--- config.mk ---
export PLATFORM = sky130hd
export DESIGN_NAME = cam_sync_gen
export DESIGN_NICKNAME = d
export VERILOG_FILES = /design/src/rtl/cam_sync_pkg.sv /design/src/rtl/cam_pix_tick.sv /design/src/rtl/cam_raster_cnt.sv /design/src/rtl/cam_sync_gen.sv
export SDC_FILE = /design/constraint.sdc
export NUM_CORES = 1
export LEC_CHECK = 0
export ABC_AREA = 1
export CAP_MARGIN = 20
export CELL_PAD_IN_SITES_DETAIL_PLACEMENT = 1
export CELL_PAD_IN_SITES_GLOBAL_PLACEMENT = 2
export CORE_MARGIN = 5
export CORE_UTILIZATION = 30
export DETAILED_ROUTE_END_ITERATION = 6
export GPL_TIMING_DRIVEN = 0
export PLACE_DENSITY = 0.77
export SYNTH_ARGS = -nofsm -noshare
export SYNTH_HDL_FRONTEND = slang
export SYNTH_SLANG_ARGS = --single-unit
--- constraint.sdc ---
create_clock -name clk -period 2.1 [get_ports clk]
set_input_delay 0.21 -clock clk [delete_from_list [all_inputs] [get_ports clk]]
set_output_delay 0.21 -clock clk [all_outputs]
set_load 0.02 [all_outputs]
--- src/rtl/cam_sync_pkg.sv ---
package cam_sync_pkg;
  localparam int TW = 16;

  typedef enum logic [1:0] {
    MODE_FULL    = 2'd0,
    MODE_QUARTER = 2'd1,
    MODE_CIF     = 2'd2,
    MODE_SPARE   = 2'd3
  } mode_e;

  // Geometry of one raster, all in pixel periods or lines.
  typedef struct packed {
    logic [TW-1:0] line_len;
    logic [TW-1:0] act_cols;
    logic [TW-1:0] vs_lines;
    logic [TW-1:0] act_start;
    logic [TW-1:0] act_end;
    logic [TW-1:0] frame_len;
  } raster_t;

  function automatic int max3(input int a, input int b, input int c);
    int m;
    m = (a > b) ? a : b;
    return (m > c) ? m : c;
  endfunction
endpackage

--- src/rtl/cam_pix_tick.sv ---
module cam_pix_tick (
  input  logic clk,
  input  logic rst,
  input  logic restart,
  input  logic dbl,
  output logic tick
);
  logic phase;

  assign tick = dbl ? phase : 1'b1;

  always_ff @(posedge clk) begin
    if (rst || restart || tick) phase <= 1'b0;
    else                        phase <= 1'b1;
  end

  // in double mode a tick is never followed directly by another tick
  p_no_back_to_back_r7: assert property (@(posedge clk) disable iff (rst)
    (dbl && tick && !restart) |=> !tick);
endmodule

--- src/rtl/cam_raster_cnt.sv ---
module cam_raster_cnt
  import cam_sync_pkg::*;
(
  input  logic          clk,
  input  logic          rst,
  input  logic          tick,
  input  raster_t       cfg_in,
  input  logic          fmt_in,
  output raster_t       cfg_q,
  output logic          fmt_q,
  output logic [TW-1:0] col,
  output logic [TW-1:0] row,
  output logic          frame_end
);
  logic last_col, last_row;

  assign last_col  = (col == cfg_q.line_len  - TW'(1));
  assign last_row  = (row == cfg_q.frame_len - TW'(1));
  assign frame_end = tick && last_col && last_row;

  always_ff @(posedge clk) begin
    if (rst) begin
      col   <= '0;
      row   <= '0;
      cfg_q <= cfg_in;
      fmt_q <= fmt_in;
    end else if (tick) begin
      if (last_col) begin
        col <= '0;
        if (last_row) begin
          row   <= '0;
          cfg_q <= cfg_in;
          fmt_q <= fmt_in;
        end else begin
          row <= row + TW'(1);
        end
      end else begin
        col <= col + TW'(1);
      end
    end
  end

  p_col_range_r1: assert property (@(posedge clk) disable iff (rst)
    col < cfg_q.line_len);
  p_row_wrap_r2: assert property (@(posedge clk) disable iff (rst)
    frame_end |=> (row == '0) && (col == '0));
  p_hold_yuv_r7: assert property (@(posedge clk) disable iff (rst)
    (fmt_q && !tick) |=> (col == $past(col)) && (row == $past(row)));
  p_cfg_frozen_r8: assert property (@(posedge clk) disable iff (rst)
    !frame_end |=> $stable(cfg_q) && $stable(fmt_q));
endmodule

--- src/rtl/cam_sync_gen.sv ---
module cam_sync_gen
  import cam_sync_pkg::*;
#(
  parameter int FULL_LINE  = 784,
  parameter int FULL_ACT   = 640,
  parameter int FULL_VS    = 4,
  parameter int FULL_VBP   = 11,
  parameter int FULL_ROWS  = 480,
  parameter int FULL_VFP   = 15,
  parameter int QTR_LINE   = 608,
  parameter int QTR_ACT    = 320,
  parameter int QTR_VS     = 3,
  parameter int QTR_VBP    = 12,
  parameter int QTR_ROWS   = 240,
  parameter int QTR_VFP    = 73,
  parameter int CIF_LINE   = 608,
  parameter int CIF_ACT    = 352,
  parameter int CIF_VS     = 3,
  parameter int CIF_VBP    = 12,
  parameter int CIF_ROWS   = 288,
  parameter int CIF_VFP    = 25,
  localparam int FULL_FRM  = FULL_VS + FULL_VBP + FULL_ROWS + FULL_VFP,
  localparam int QTR_FRM   = QTR_VS + QTR_VBP + QTR_ROWS + QTR_VFP,
  localparam int CIF_FRM   = CIF_VS + CIF_VBP + CIF_ROWS + CIF_VFP,
  localparam int COL_W     = $clog2(max3(FULL_LINE, QTR_LINE, CIF_LINE)),
  localparam int ROW_W     = $clog2(max3(FULL_FRM, QTR_FRM, CIF_FRM))
) (
  input  logic             clk,
  input  logic             rst,
  input  logic [1:0]       mode_i,
  input  logic             fmt_yuv_i,
  input  logic             href_always_i,
  output logic             vsync_o,
  output logic             href_o,
  output logic             data_valid_o,
  output logic [COL_W-1:0] col_o,
  output logic [ROW_W-1:0] row_o
);
  raster_t       cfg_sel, cfg_cur;
  logic          fmt_cur, tick, frame_end;
  logic [TW-1:0] col, row;

  function automatic raster_t mk(input int ln, input int ac, input int vs,
                                 input int bp, input int rows, input int fp);
    raster_t r;
    r.line_len  = TW'(ln);
    r.act_cols  = TW'(ac);
    r.vs_lines  = TW'(vs);
    r.act_start = TW'(vs + bp);
    r.act_end   = TW'(vs + bp + rows);
    r.frame_len = TW'(vs + bp + rows + fp);
    return r;
  endfunction

  always_comb begin
    case (mode_e'(mode_i))
      MODE_QUARTER: cfg_sel = mk(QTR_LINE, QTR_ACT, QTR_VS, QTR_VBP, QTR_ROWS, QTR_VFP);
      MODE_CIF:     cfg_sel = mk(CIF_LINE, CIF_ACT, CIF_VS, CIF_VBP, CIF_ROWS, CIF_VFP);
      default:      cfg_sel = mk(FULL_LINE, FULL_ACT, FULL_VS, FULL_VBP, FULL_ROWS, FULL_VFP);
    endcase
  end

  cam_pix_tick u_tick (
    .clk     (clk),
    .rst     (rst),
    .restart (frame_end),
    .dbl     (fmt_cur),
    .tick    (tick)
  );

  cam_raster_cnt u_cnt (
    .clk       (clk),
    .rst       (rst),
    .tick      (tick),
    .cfg_in    (cfg_sel),
    .fmt_in    (fmt_yuv_i),
    .cfg_q     (cfg_cur),
    .fmt_q     (fmt_cur),
    .col       (col),
    .row       (row),
    .frame_end (frame_end)
  );

  logic act_row, act_col;
  assign act_row = (row >= cfg_cur.act_start) && (row < cfg_cur.act_end);
  assign act_col = (col < cfg_cur.act_cols);

  always_ff @(posedge clk) begin
    if (rst) begin
      vsync_o      <= 1'b0;
      href_o       <= 1'b0;
      data_valid_o <= 1'b0;
      col_o        <= '0;
      row_o        <= '0;
    end else begin
      vsync_o      <= (row < cfg_cur.vs_lines);
      href_o       <= act_col && (act_row || href_always_i);
      data_valid_o <= act_col && act_row;
      col_o        <= col[COL_W-1:0];
      row_o        <= row[ROW_W-1:0];
    end
  end

  p_dv_inside_href_r5: assert property (@(posedge clk) disable iff (rst)
    data_valid_o |-> href_o);
  p_no_dv_in_sync_r3: assert property (@(posedge clk) disable iff (rst)
    vsync_o |-> !data_valid_o);
  p_reset_clears_r10: assert property (@(posedge clk)
    rst |=> !vsync_o && !href_o && !data_valid_o && (col_o == '0) && (row_o == '0));
  p_first_after_reset_r10: assert property (@(posedge clk)
    (!rst && $past(rst)) |=> vsync_o && (row_o == '0) && (col_o == '0));
endmodule

# ---- Word level (Yosys, flattened, before mapping)
# Index checks and enable logic that the tools add are counted.
dict set report totals {
  input_bits 6
  output_inout_bits 22
  regBits 152
  wordCells 53
}
dict set report classes {
  add_sub_neg 4
  eq_ne 4
  n_reduce_logical 13
  n_lt_le_gt_ge 4
  n_mux 13
}
# cell count
set op_table {}
lappend op_table {{96-bit two-way mux} 4}
lappend op_table {{89-bit case mux with 2 select lines} 1}
lappend op_table {{16-bit < comparator} 3}
lappend op_table {{16-bit by 1-bit adder with 16-bit output, second input constant} 2}
lappend op_table {{16-bit equality test} 2}
lappend op_table {{16-bit two-way mux} 2}
lappend op_table {{16-bit by 1-bit subtractor with 16-bit output, second input constant} 2}
lappend op_table {{16-bit greater-or-equal comparator} 1}
lappend op_table {{1-bit two-way mux} 6}
lappend op_table {{2-bit nonzero test} 3}
lappend op_table {{1-bit logical AND} 5}
lappend op_table {{1-bit logical OR} 3}
lappend op_table {{3-bit AND reduction} 1}
lappend op_table {{2-bit by 1-bit equality test with 1-bit output, second input constant} 1}
lappend op_table {{2-bit equality test, second input constant} 1}
lappend op_table {{2-bit AND reduction} 1}

# ---- Logic depth before layout (Yosys ltp)
dict set report logic_depth {
  depth_word 7
  mapped_depth 13
  depth_no_buf 13
}

# ---- Cells and area by module
# A second synthesis with hierarchy kept.
dict set report unflattened {
  hier_cells 1060
  hier_area_um2 8720.9
}
# mod cells_per_inst area_each_um2 instances seq_area_each_um2
set modules_own_cells {}
lappend modules_own_cells {cam_raster_cnt 725 6423.7 1 3553.4}
lappend modules_own_cells {cam_sync_gen 328 2249.7 1 440.4}
lappend modules_own_cells {cam_pix_tick 7 47.5 1 20.0}

# ---- Worst setup path after synthesis
# No wires, ideal clock.
dict set report synth_timing {
  kind {register -> register}
  from {reg u_cnt.cfg_q[5] (netlist name)}
  to {reg u_cnt.cfg_q[20] (netlist name), enable pin}
  slack_ns -0.210
  arrival_ns 1.929
  period_less_slack_ns 2.310
  setup_ns 0.381
  path_stages_with_launch 9
  required_ns 1.719
  n_path_buf 0
  cell_sequence {edfxtp_1 inv_1 ha_1 inv_1 nand2_1 nand2_1 nor2_2 nand4_4 o21ai_0}
}
dict set report synth_between {
  elab_chain_cells 4
}
# item line_no
set synth_rtl {}
lappend synth_rtl {{start, declared} cam_raster_cnt.sv:9} ;# output raster_t cfg_q,
lappend synth_rtl {{start signal, assigned} cam_raster_cnt.sv:25} ;# cfg_q <= cfg_in;
lappend synth_rtl {{start signal, assigned} cam_raster_cnt.sv:32} ;# cfg_q <= cfg_in;
lappend synth_rtl {{16-bit by 1-bit subtractor with 16-bit output} cam_raster_cnt.sv:18} ;# assign last_row = (row == cfg_q.frame_len - TW'(1));
lappend synth_rtl {{16-bit equality test} cam_raster_cnt.sv:18}
lappend synth_rtl {{2-bit nonzero test (no source line)} -}
lappend synth_rtl {{3-bit AND reduction (no source line)} -}
# No other way between the ends.
# A chain may end at the register's enable or synchronous reset.

==> reports/qor.csv <==
stage,metric,value,unit
status,status,"complete, no violations",
finish,share of cells above drive strength 1,10.7,%
timing,Slew Limit Fails,0,
placed_design,input/output buffers,27,
clock_tree,worst skew pair latency,0.36,ns
drt,Routed WL,10.1,mm
drt,Avg WL per Cell,15.1,um
logic_synthesis,Area contributors post-synth,"dfxtp_1 33%, nand2_1 13%, inv_1 8.1%, nor2_1 8.1%, ha_1 7.1%",
die,Die H,116,um
worst_setup_path,"Data required, critical path",2.14,ns
die,Rows,38,
drt,DRT antenna net count,0,
timing,Relative slew margins,56.7,%
worst_setup_path,crit path launch type,register,
worst_setup_path,Top delay family on crit path,simple AND/OR/NAND/NOR gates,
timing,"Setup violations, final",0,
finish,P&R area growth vs syn,23.7,%
placed_design,Post-DP HPWL,7.84,mm
logic_synthesis,ys async rst share,0,%
grt,number of global-route vias before repair,3288,
logic_synthesis,Synth Cell Area,3350,um2
clock_tree,clock sink count,62,
worst_setup_path,crit path cell chain,"inv_2, ha_4, nand2_1, nand3_2, nor2_4, nand4_4, o21ai_4",
grt,overall routing resource usage,16.6,%
worst_setup_path,flop-to-flop setup slack,0.13,ns
logic_synthesis,Syn Inst Count,479,
clock_tree,clk buf depth,2,
die,total die area,13400,um2
logic_synthesis,top-count cell post-synth,nand2_1,
drt,drt first-iter violations,115,
logic_synthesis,Avg Synthesized Cell Area,7.00,um2
clock_tree,CTS root buf,clkbuf_8,
clock_tree,CTS tree,done,
logic_synthesis,Synth top area share,32.8,%
clock_tree,clock slew at reported path FFs,0.07,ns
logic_synthesis,library cells used by synthesis,32,
pwr,power density cells,630,nW/um2
worst_setup_path,Buf/Inv on CP,1,
finish,"Net count, final",551,
die,I/O pin count,28,
logic_synthesis,#FFs+latches synth,62,
drt,DR vias,3163,
logic_synthesis,Commonest cells post-synth,"114 x nand2_1, 72 x inv_1, 72 x nor2_1",
clock_tree,H-tree lvl count,3,
pwr,Max VDD drop,298,uV
finish,post-layout util,38.1,%
logic_synthesis,YS warnings,0,
pwr,Lkg Pwr,1.82,nW
logic_synthesis,Mapped Nets,504,
drt,drt pass-1 iters,4,
logic_synthesis,Synth area leader,dfxtp_1,
timing,Worst-Margin Slew,0.650,ns
clock_tree,CTS buffer count,9,
die,core footprint,10900,um2
grt,first-pass GRT wire length,16.9,mm
logic_synthesis,Post-synth EDFFs,7,
drt,Via density,4.71,
worst_setup_path,Critical Path Sink Type,register,
worst_setup_path,CP Class,register to register,
placed_design,gp weighted congestion,0.833,
timing,period utilisation layout,94.0,%
die,initial core utilization,30.8,%
clock_tree,# hold bufs at CTS,0,
finish,number of diodes,0,
min_path,Hold Path Class,primary input to register,
worst_setup_path,crit-path max FO,7,
grt,GRT overflow,0,
grt,largest net degree at the start of global routing,11,
timing,worst-case clock skew,0.00683,ns
drt,# DRC,0,
grt,initial antenna violation count,0,
logic_synthesis,sequential fraction of the synthesis area,39.1,%
flow_run,Max Cap Viol,0,
timing,min Tclk post-route,1.97,ns
pwr,PnR Total Power,2.62,mW
worst_setup_path,Worst Path Arrival,2.02,ns
timing,fmax,506,MHz
worst_setup_path,Crit-path slowest cell,edfxtp_1,
timing,final hold vios,0,
logic_synthesis,Most used DFF post-synth,dfxtp_1,
worst_setup_path,CP peak stage delay,0.45,ns
die,die width,116,um
## cell usage in the layout (no fill, tap or decap), types with 3 or more instances in the layout
cell type        synthesis  routed
clkbuf_1                 5       7
nor2_4                   4       6
nor2_2                   4       3
nand4_1                 15      15
inv_2                    3       5
nor3b_1                  3       3
clkbuf_8                 0      10
dfxtp_1                 55      55
nand2_2                  3       7
xor2_1                   6       6
buf_4                    0       9
nor2_1                  72      71
nand3_1                 41      39
nand2_1                114     110
a21oi_1                 15      15
o21ai_0                 15      14
nand3_2                  1       3
clkdlybuf4s50_1          0      27
ha_1                    19      18
nor3_1                   9       9
edfxtp_1                 7       7
nor4_1                   3       3
inv_1                   72      69
## repair_timing
action                                  in CTS  in global routing
pin swaps                                    2                  3
resized for setup                            3                 14
setup buffers                                3                  6
endpoints found under the setup margin      31                 21
## stage by stage
stage / hold WS [ns] / instances / TNS [ns] / worst slack, ns / cell area, um2
floorplan: 0.293 / 479 / 0 / 0.137 / 3360
global placement: 0.458 / 646 / -6.67 / -0.410 / 3800
detailed placement: 0.471 / 646 / -6.13 / -0.388 / 3800
CTS: 0.396 / 665 / 0 / 0.00704 / 4050
global route: 0.409 / 671 / -0.0786 / -0.0157 / 4150
finish: 0.416 / 671 / 0 / 0.125 / 4150
## kinds of logic after synthesis
family	Yosys count	synth area share, %
flip-flops	62	39.1
AO/OA/AOI/OAI	34	5.30
AND/OR/NAND/NOR	275	37.1
buffers and inverters	83	9.85
adder cells (fa/ha/maj)	19	7.09
XOR/XNOR	6	1.57
## flip-flops by register name, summed over array words and instances (netlist names)
| name | cells |
|---|---|
| col_o | 10 |
| data_valid_o | 1 |
| href_o | 1 |
| row_o | 9 |
| u_cnt.cfg_q | 6 |
| u_cnt.col | 16 |
| u_cnt.fmt_q | 1 |
| u_cnt.row | 16 |
| u_tick.phase | 1 |
| vsync_o | 1 |
## worst paths after layout
path                      endpoint  cells after the start                       from
min reg2reg    col_o[2]$_SDFF_PP0_                      2  u_cnt.col[2]$_SDFFE_PP0N_
max reg2reg  u_cnt.fmt_q$_DFFE_PP_                      7  u_cnt.cfg_q[49]$_DFFE_PP_
max          u_cnt.fmt_q$_DFFE_PP_                      7  u_cnt.cfg_q[49]$_DFFE_PP_
min          u_cnt.fmt_q$_DFFE_PP_                      1                  fmt_yuv_i
## where the power goes
| group | switching, mW | leakage (nW) | internal (mW) |
|---|---|---|---|
| registers | 0.0107 | 0.511 | 1.22 |
| logic | 0.123 | 1.20 | 0.0777 |
| clock network | 0.490 | 0.110 | 0.698 |
| total | 0.624 | 1.82 | 1.99 |
## worst register-to-register path: stages, from the launching register on
cell      delay (ns)
edfxtp_1        0.45
inv_2           0.16
ha_4            0.22
nand2_1         0.10
nand3_2         0.10
nor2_4          0.12
nand4_4         0.19
o21ai_4         0.31
## metal layers
metal,GRT usage [%],wire (um)
met2,26.1,4560
met4,7.50,200
met1,22.2,5050
met3,3.29,327
met5,0,0
## final cells by class
type | instances | area (um2)
Fill cell | 1388 | 6740
Timing Repair Buffer | 36 | 338
Clock inverter | 4 | 70.1
Inverter | 75 | 284
Clock buffer | 12 | 145
Multi-Input combinational cell | 334 | 1780
Sequential cell | 62 | 1310
Tap cell | 140 | 175
Buffer | 8 | 48.8
Note: power is estimated with default switching activity, not from simulation.
